--- config.mk ---
export PLATFORM = sky130hd
export DESIGN_NAME = fcs_channel
export DESIGN_NICKNAME = d
export VERILOG_FILES = /design/src/rtl/fcs_pkg.sv /design/src/rtl/fcs_tx_lane.sv /design/src/rtl/fcs_rx_lane.sv /design/src/rtl/fcs_channel.sv
export SDC_FILE = /design/constraint.sdc
export NUM_CORES = 1
export LEC_CHECK = 0
export BUFFER_PORTS_ARGS = -buffer_cell sky130_fd_sc_hd__buf_2
export CORE_ASPECT_RATIO = 2
export CORE_MARGIN = 10
export CORE_UTILIZATION = 51
export DETAILED_ROUTE_END_ITERATION = 16
export GPL_ROUTABILITY_DRIVEN = 0
export GPL_TIMING_DRIVEN = 0
export PLACE_DENSITY = 0.71
export SKIP_CTS_REPAIR_TIMING = 1
export SLEW_MARGIN = 20
export SYNTH_ARGS = -nofsm -noshare
export SYNTH_HDL_FRONTEND = slang
export SYNTH_HIERARCHICAL = 1
export SYNTH_SLANG_ARGS = --single-unit
--- constraint.sdc ---
create_clock -name clk -period 7.9 [get_ports clk]
set_clock_uncertainty 0.05 [all_clocks]
set_input_delay 0.79 -clock clk [delete_from_list [all_inputs] [get_ports clk]]
set_output_delay 0.79 -clock clk [all_outputs]
set_load 0.01 [all_outputs]
--- src/rtl/fcs_pkg.sv ---
package fcs_pkg;

  localparam int MAX_RATIO = 8;
  localparam int SLOT_W    = $clog2(MAX_RATIO);

  typedef enum logic [1:0] {
    RATIO4 = 2'd0,
    RATIO7 = 2'd1,
    RATIO8 = 2'd2,
    PASS1  = 2'd3
  } ratio_e;

  function automatic int ratio_len(ratio_e m);
    case (m)
      RATIO4:  return 4;
      RATIO7:  return 7;
      RATIO8:  return 8;
      default: return 1;
    endcase
  endfunction

  function automatic logic [SLOT_W-1:0] last_slot(ratio_e m);
    return SLOT_W'(ratio_len(m) - 1);
  endfunction

  function automatic logic [SLOT_W-1:0] high_slots(ratio_e m);
    return SLOT_W'(ratio_len(m) / 2);
  endfunction

  // word bit carried by slot k: count down from half-1, wrap to the top bit
  function automatic logic [SLOT_W-1:0] bit_at(ratio_e m, logic [SLOT_W-1:0] k);
    int n;
    int h;
    int r;
    n = ratio_len(m);
    h = n / 2;
    if (int'(k) < h) r = h - 1 - int'(k);
    else             r = n + h - 1 - int'(k);
    return SLOT_W'(r);
  endfunction

endpackage

--- src/rtl/fcs_tx_lane.sv ---
module fcs_tx_lane
  import fcs_pkg::*;
#(
  parameter int WORD_W = fcs_pkg::MAX_RATIO
) (
  input  logic              clk,
  input  logic              rst_n,
  input  logic              en_i,
  input  ratio_e            mode_i,
  input  logic [WORD_W-1:0] word_i,
  output logic              load_o,
  output logic              ser_data_o,
  output logic              ser_clk_o,
  output logic              oe_n_o
);

  ratio_e              mode_q, mode_n;
  logic [SLOT_W-1:0]   slot_q, slot_n;
  logic [WORD_W-1:0]   word_q, word_n;
  logic                boundary;

  assign boundary = (mode_q != PASS1) && (slot_q == last_slot(mode_q));
  assign load_o   = en_i && boundary;

  always_comb begin
    mode_n = mode_q;
    slot_n = slot_q;
    word_n = word_q;
    if (!en_i || mode_q == PASS1) begin
      mode_n = mode_i;
      slot_n = last_slot(mode_i);
      word_n = '0;
    end else if (boundary) begin
      mode_n = mode_i;
      slot_n = '0;
      word_n = word_i;
    end else begin
      slot_n = slot_q + SLOT_W'(1);
    end
  end

  always_ff @(posedge clk or negedge rst_n) begin
    if (!rst_n) begin
      mode_q <= RATIO4;
      slot_q <= last_slot(RATIO4);
      word_q <= '0;
    end else begin
      mode_q <= mode_n;
      slot_q <= slot_n;
      word_q <= word_n;
    end
  end

  always_comb begin
    if (!en_i) begin
      ser_data_o = 1'b0;
      ser_clk_o  = 1'b0;
      oe_n_o     = 1'b1;
    end else if (mode_q == PASS1) begin
      ser_data_o = word_i[0];
      ser_clk_o  = 1'b0;
      oe_n_o     = 1'b0;
    end else begin
      ser_data_o = word_q[bit_at(mode_q, slot_q)];
      ser_clk_o  = (slot_q < high_slots(mode_q));
      oe_n_o     = 1'b0;
    end
  end

  assert_slot_range_R2: assert property (@(posedge clk) disable iff (!rst_n)
    (mode_q != PASS1) |-> (slot_q <= last_slot(mode_q)));

  assert_clk_high_after_load_R5: assert property (@(posedge clk) disable iff (!rst_n)
    load_o |=> (!en_i || mode_q == PASS1 || ser_clk_o));

  assert_ratio_at_boundary_R10: assert property (@(posedge clk) disable iff (!rst_n)
    (en_i && mode_q != PASS1 && !load_o) |=> $stable(mode_q));

endmodule

--- src/rtl/fcs_rx_lane.sv ---
module fcs_rx_lane
  import fcs_pkg::*;
#(
  parameter int WORD_W     = fcs_pkg::MAX_RATIO,
  parameter int LOCK_WORDS = 2
) (
  input  logic              clk,
  input  logic              rst_n,
  input  logic              en_i,
  input  ratio_e            mode_i,
  input  logic              ser_data_i,
  input  logic              ser_clk_i,
  output logic [WORD_W-1:0] word_o,
  output logic              valid_o,
  output logic              lock_o
);

  localparam int GOOD_W = $clog2(LOCK_WORDS + 1);

  ratio_e             mode_q, mode_n;
  logic               aligned_q, aligned_n;
  logic [SLOT_W-1:0]  slot_q, slot_n;
  logic               prev_q, prev_n;
  logic [WORD_W-1:0]  asm_q, asm_n;
  logic [WORD_W-1:0]  word_q, word_n;
  logic               valid_q, valid_n;
  logic               lock_q, lock_n;
  logic [GOOD_W-1:0]  good_q, good_n;
  logic               rise;
  logic [SLOT_W-1:0]  slot_inc;
  logic               active;

  assign rise     = ser_clk_i && !prev_q;
  assign slot_inc = slot_q + SLOT_W'(1);
  assign active   = en_i && (mode_q != PASS1);

  always_comb begin
    mode_n    = mode_q;
    aligned_n = aligned_q;
    slot_n    = slot_q;
    prev_n    = ser_clk_i;
    asm_n     = asm_q;
    word_n    = word_q;
    valid_n   = 1'b0;
    lock_n    = lock_q;
    good_n    = good_q;
    if (!active) begin
      mode_n    = mode_i;
      aligned_n = 1'b0;
      slot_n    = '0;
      prev_n    = en_i && ser_clk_i;
      asm_n     = '0;
      word_n    = '0;
      lock_n    = 1'b0;
      good_n    = '0;
    end else if (rise && (!aligned_q || slot_q == last_slot(mode_q))) begin
      // expected word start
      aligned_n = 1'b1;
      slot_n    = '0;
      asm_n     = '0;
      asm_n[bit_at(mode_q, '0)] = ser_data_i;
    end else if (!aligned_q) begin
      mode_n = mode_i;
    end else if (slot_q == last_slot(mode_q)) begin
      // boundary edge missing
      aligned_n = 1'b0;
      good_n    = '0;
      lock_n    = 1'b0;
    end else if (rise) begin
      // edge too early: restart framing here
      slot_n = '0;
      asm_n  = '0;
      asm_n[bit_at(mode_q, '0)] = ser_data_i;
      good_n = '0;
      lock_n = 1'b0;
    end else begin
      slot_n = slot_inc;
      asm_n[bit_at(mode_q, slot_inc)] = ser_data_i;
      if (slot_inc == last_slot(mode_q)) begin
        word_n  = asm_n;
        valid_n = 1'b1;
        good_n  = (good_q == GOOD_W'(LOCK_WORDS)) ? good_q : good_q + GOOD_W'(1);
        lock_n  = (good_n == GOOD_W'(LOCK_WORDS));
        if (mode_i != mode_q) begin
          mode_n    = mode_i;
          aligned_n = 1'b0;
          good_n    = '0;
          lock_n    = 1'b0;
        end
      end
    end
  end

  always_ff @(posedge clk or negedge rst_n) begin
    if (!rst_n) begin
      mode_q    <= RATIO4;
      aligned_q <= 1'b0;
      slot_q    <= '0;
      prev_q    <= 1'b0;
      asm_q     <= '0;
      word_q    <= '0;
      valid_q   <= 1'b0;
      lock_q    <= 1'b0;
      good_q    <= '0;
    end else begin
      mode_q    <= mode_n;
      aligned_q <= aligned_n;
      slot_q    <= slot_n;
      prev_q    <= prev_n;
      asm_q     <= asm_n;
      word_q    <= word_n;
      valid_q   <= valid_n;
      lock_q    <= lock_n;
      good_q    <= good_n;
    end
  end

  always_comb begin
    if (!en_i) begin
      word_o  = '0;
      valid_o = 1'b0;
      lock_o  = 1'b0;
    end else if (mode_q == PASS1) begin
      word_o  = {{(WORD_W-1){1'b0}}, ser_data_i};
      valid_o = 1'b0;
      lock_o  = 1'b0;
    end else begin
      word_o  = word_q;
      valid_o = valid_q;
      lock_o  = lock_q;
    end
  end

  assert_valid_pulse_R8: assert property (@(posedge clk) disable iff (!rst_n)
    valid_q |=> !valid_q);

  assert_word_only_on_valid_R8: assert property (@(posedge clk) disable iff (!rst_n)
    !$stable(word_q) |-> (valid_q || $past(!active)));

  assert_lock_with_word_R9: assert property (@(posedge clk) disable iff (!rst_n)
    $rose(lock_q) |-> valid_q);

endmodule

--- src/rtl/fcs_channel.sv ---
module fcs_channel
  import fcs_pkg::*;
#(
  parameter int WORD_W     = fcs_pkg::MAX_RATIO,
  parameter int LOCK_WORDS = 2
) (
  input  logic              clk,
  input  logic              rst_n,
  input  logic              tx_en,
  input  logic [1:0]        tx_ratio,
  input  logic [WORD_W-1:0] tx_word,
  output logic              tx_load,
  output logic              tx_ser_data,
  output logic              tx_ser_clk,
  output logic              tx_oe_n,
  input  logic              rx_en,
  input  logic [1:0]        rx_ratio,
  input  logic              rx_ser_data,
  input  logic              rx_ser_clk,
  output logic [WORD_W-1:0] rx_word,
  output logic              rx_valid,
  output logic              rx_lock
);

  fcs_tx_lane #(
    .WORD_W (WORD_W)
  ) tx_lane_i (
    .clk        (clk),
    .rst_n      (rst_n),
    .en_i       (tx_en),
    .mode_i     (ratio_e'(tx_ratio)),
    .word_i     (tx_word),
    .load_o     (tx_load),
    .ser_data_o (tx_ser_data),
    .ser_clk_o  (tx_ser_clk),
    .oe_n_o     (tx_oe_n)
  );

  fcs_rx_lane #(
    .WORD_W     (WORD_W),
    .LOCK_WORDS (LOCK_WORDS)
  ) rx_lane_i (
    .clk        (clk),
    .rst_n      (rst_n),
    .en_i       (rx_en),
    .mode_i     (ratio_e'(rx_ratio)),
    .ser_data_i (rx_ser_data),
    .ser_clk_i  (rx_ser_clk),
    .word_o     (rx_word),
    .valid_o    (rx_valid),
    .lock_o     (rx_lock)
  );

endmodule

==> results_dict.tcl <==
set metrics [dict create \
    outcome "complete, no violations" \
    hold_class "reg2reg" \
    wl_per_cell_um 17.8 \
    grtUsageTotal_pct 16.7 \
    syn2layout_area_growth_pct 12.3 \
    worstSetupStartpointType "register" \
    synthArstFlopShare_pct 100 \
    nNetsFinal 401 \
    cp_slowest_stage_delay_ps 450 \
    io_pins 32 \
    h-tree-depth 2 \
    synth_cells 315 \
    root_buffer "clkbuf_16" \
    hpwl_mm 5.94 \
    p_seq_share_pct 24.3 \
    die_w_um 75.3 \
    rsz0062_at_grt "false" \
    place_ws_ps 3750 \
    fin_total_pwr_mw 1.08 \
    final_cell_mix "38 x dfrtp_1, 32 x buf_2, 27 x nand2_1" \
    setup_viol 0 \
    drive_above_1_share_pct 19.5 \
    path_clk_slew_ps 60 \
    grt_overflow 0 \
    slowest_stage "dfrtp_1" \
    cp_max_fo 6 \
    worst_slack_ps 3470 \
    portBuffers 31 \
    cts_buffers 5 \
    fin_crit_ps 4430 \
    clock_latency_ps 290 \
    stdcell_area_um2 3500 \
    ys_warn_count 6 \
    p_sw_mw 0.440 \
    swShare_pct 40.7 \
    viasPerCell 5.87 \
    grt_pass1_wl_mm 12.6 \
    synthFlopType "dfrtp_1" \
    maxSlewViolCount 0 \
    placed_area_um2 3350 \
    drtAntennaViolNets 0 \
    cts_tree "built" \
    path_delay_family "adder cells" \
    pwr-share-comb_pct 56.6 \
    drcViolationCount 0 \
    p_clk_share_pct 19.1 \
    ir_drop_v 0.000247 \
    path_cells "ha_1 -> o21bai_1 -> inv_1 -> fa_1 -> nor2b_1 -> nor3_1 -> or2_1 -> buf_6 -> mux2i_1 -> mux2_2 -> a2111oi_2 -> buf_2" \
    yosysSeqAreaShare_pct 32.2 \
    final_util_pct 58.7 \
    min_period_over_period_pct 56.1 \
    final_hold_viol_count 0 \
    row_count 40 \
    wl_mm 7.43 \
    worst_pin_slew_ps 912 \
    first_pass_iters 4 \
    floorplan.initialDensity_pct 52.3 \
    core_um2 5960 \
    die-area_um2 9820 \
    vias 2447 \
    ys_seq_elements 40 \
    internal-power_mw 0.641 \
    maxSlewHeadroom_pct 39.2 \
    synth_edf_count 0 \
    antenna_cells 0 \
    clock-sinks 40 \
    synth.net_count 363 \
    antenna_found_initial 0 \
    grt_max_degree 41 \
    p_per_area_nw_per_um2 309 \
    syn-cell-area_um2 3120 \
    p_leak_nw 1.72 \
    fmax_mhz 226 \
    path_buf_inv 3 \
    endpoint_kind "output pin" \
    maxCapViolCount 0 \
    ys_types 70 \
    nFillCells 527 \
    die_y_um 131 \
    grt_pass1_vias 2696 \
    avgSynthCellArea_um2 9.89 \
    fin_setup_tns_ps 0 \
    final_common_cell "dfrtp_1" \
    required_ps 7060 \
    crit_type "reg2out" \
    ctsLongestPathBuffers 2 \
    cp.arrival_ps 3590 \
    drt_iter0_drc 82 \
]
==> synth_stat cells (4+ instances only) <==
| cell | count | area share [%] |
|---|---|---|
| dfrtp_1 | 38 | 31 |
| nand2_1 | 27 | 3.3 |
| ha_1 | 26 | 10 |
| inv_1 | 24 | 2.9 |
| nor2_1 | 19 | 2.3 |
| mux2i_1 | 13 | 4.2 |
| and2_1 | 10 | 2.0 |
| a21oi_1 | 9 | 1.4 |
| a22o_1 | 9 | 2.5 |
| nor2b_1 | 9 | 1.8 |
| xnor2_1 | 8 | 2.2 |
| nand3_1 | 7 | 1.1 |
| nor3_1 | 7 | 1.1 |
| xor2_1 | 7 | 2.0 |
| o21ai_0 | 6 | 0.96 |
| o21ai_1 | 6 | 0.96 |
| o2bb2ai_1 | 6 | 1.7 |
| nand2b_1 | 5 | 1.0 |
| clkbuf_1 | 4 | 0.48 |
| fa_1 | 4 | 2.6 |
| mux2_2 | 4 | 1.4 |
==> per-stage QoR <==
step | hold WS (ps) | cells
after global routing | 447 | 417
final | 419 | 417
after CTS | 422 | 417
after detailed placement | 408 | 409
after floorplan | 391 | 315
after global placement | 402 | 409
==> final timing paths <==
| kind | end | depth (start not counted) | from | slack, ps |
|---|---|---|---|---|
| max | tx_ser_data | 12 | tx_lane_i/mode_q[0] | 3470 |
| min | rx_lane_i/lock_q | 1 | rx_lane_i/lock_q | 420 |
| max reg2reg | rx_lane_i/asm_q[6] | 12 | rx_lane_i/mode_q[1] | 4420 |
| min reg2reg | rx_lane_i/lock_q | 1 | rx_lane_i/lock_q | 420 |
| max in group asynchronous | rx_lane_i/good_q[1] | 1 | rst_n | 6650 |
| min in group asynchronous | tx_lane_i/word_q[4] | 1 | rst_n | 580 |
==> power by group through the flow <==
stage | clock (mW) | sequential, mW | combinational [mW]
3_3_place_gp | 0 | 0.266 | 0.594
6_report | 0.207 | 0.263 | 0.612
3_5_place_dp | 0 | 0.267 | 0.611
4_1_cts | 0.211 | 0.263 | 0.615
5_1_grt | 0.218 | 0.268 | 0.681
2_1_floorplan | 0 | 0.259 | 0.472
==> cell type report <==
type	count	area, um2	share of cell area, %
Multi-Input combinational cell	242	1960	56.2
Sequential cell	40	1000	28.7
Timing Repair Buffer	31	155	4.43
Clock buffer	5	125	3.58
Inverter	24	90.1	2.58
Tap cell	63	78.8	2.25
Buffer	9	57.6	1.65
Clock inverter	3	23.8	0.680
==> flip-flops by register name, indices dropped and copies added, names as in the netlist, 2 cells and up <==
name and flops:
rx_lane_i/asm_q 8, rx_lane_i/word_q 8, tx_lane_i/word_q 8, rx_lane_i/slot_q 3, tx_lane_i/slot_q 3, rx_lane_i/good_q 2, rx_lane_i/mode_q 2, tx_lane_i/mode_q 2
==> logic make-up (layout without fill, tap and decap cells) <==
group	after synthesis	count (layout)	synth area share (%)
adder cells (fa/ha/maj)	30	30	13.0
multiplexers	19	19	6.35
XOR/XNOR	21	21	8.47
AND/OR/NAND/NOR	102	102	17.3
AO/OA/AOI/OAI	70	70	17.9
buffers and inverters	33	72	4.74
flip-flops	40	40	32.2
==> metal layers <==
layer | up-vias | GRT usage [%] | share of wire (%)
li1 | 1194 | - | -
met1 | 1181 | 15.0 | 35
met4 | 0 | 9.24 | 3.7
met3 | 21 | 3.17 | 3.3
met2 | 51 | 32.5 | 58
met5 | - | 0 | 0
Power figures use the tool's default switching activity.
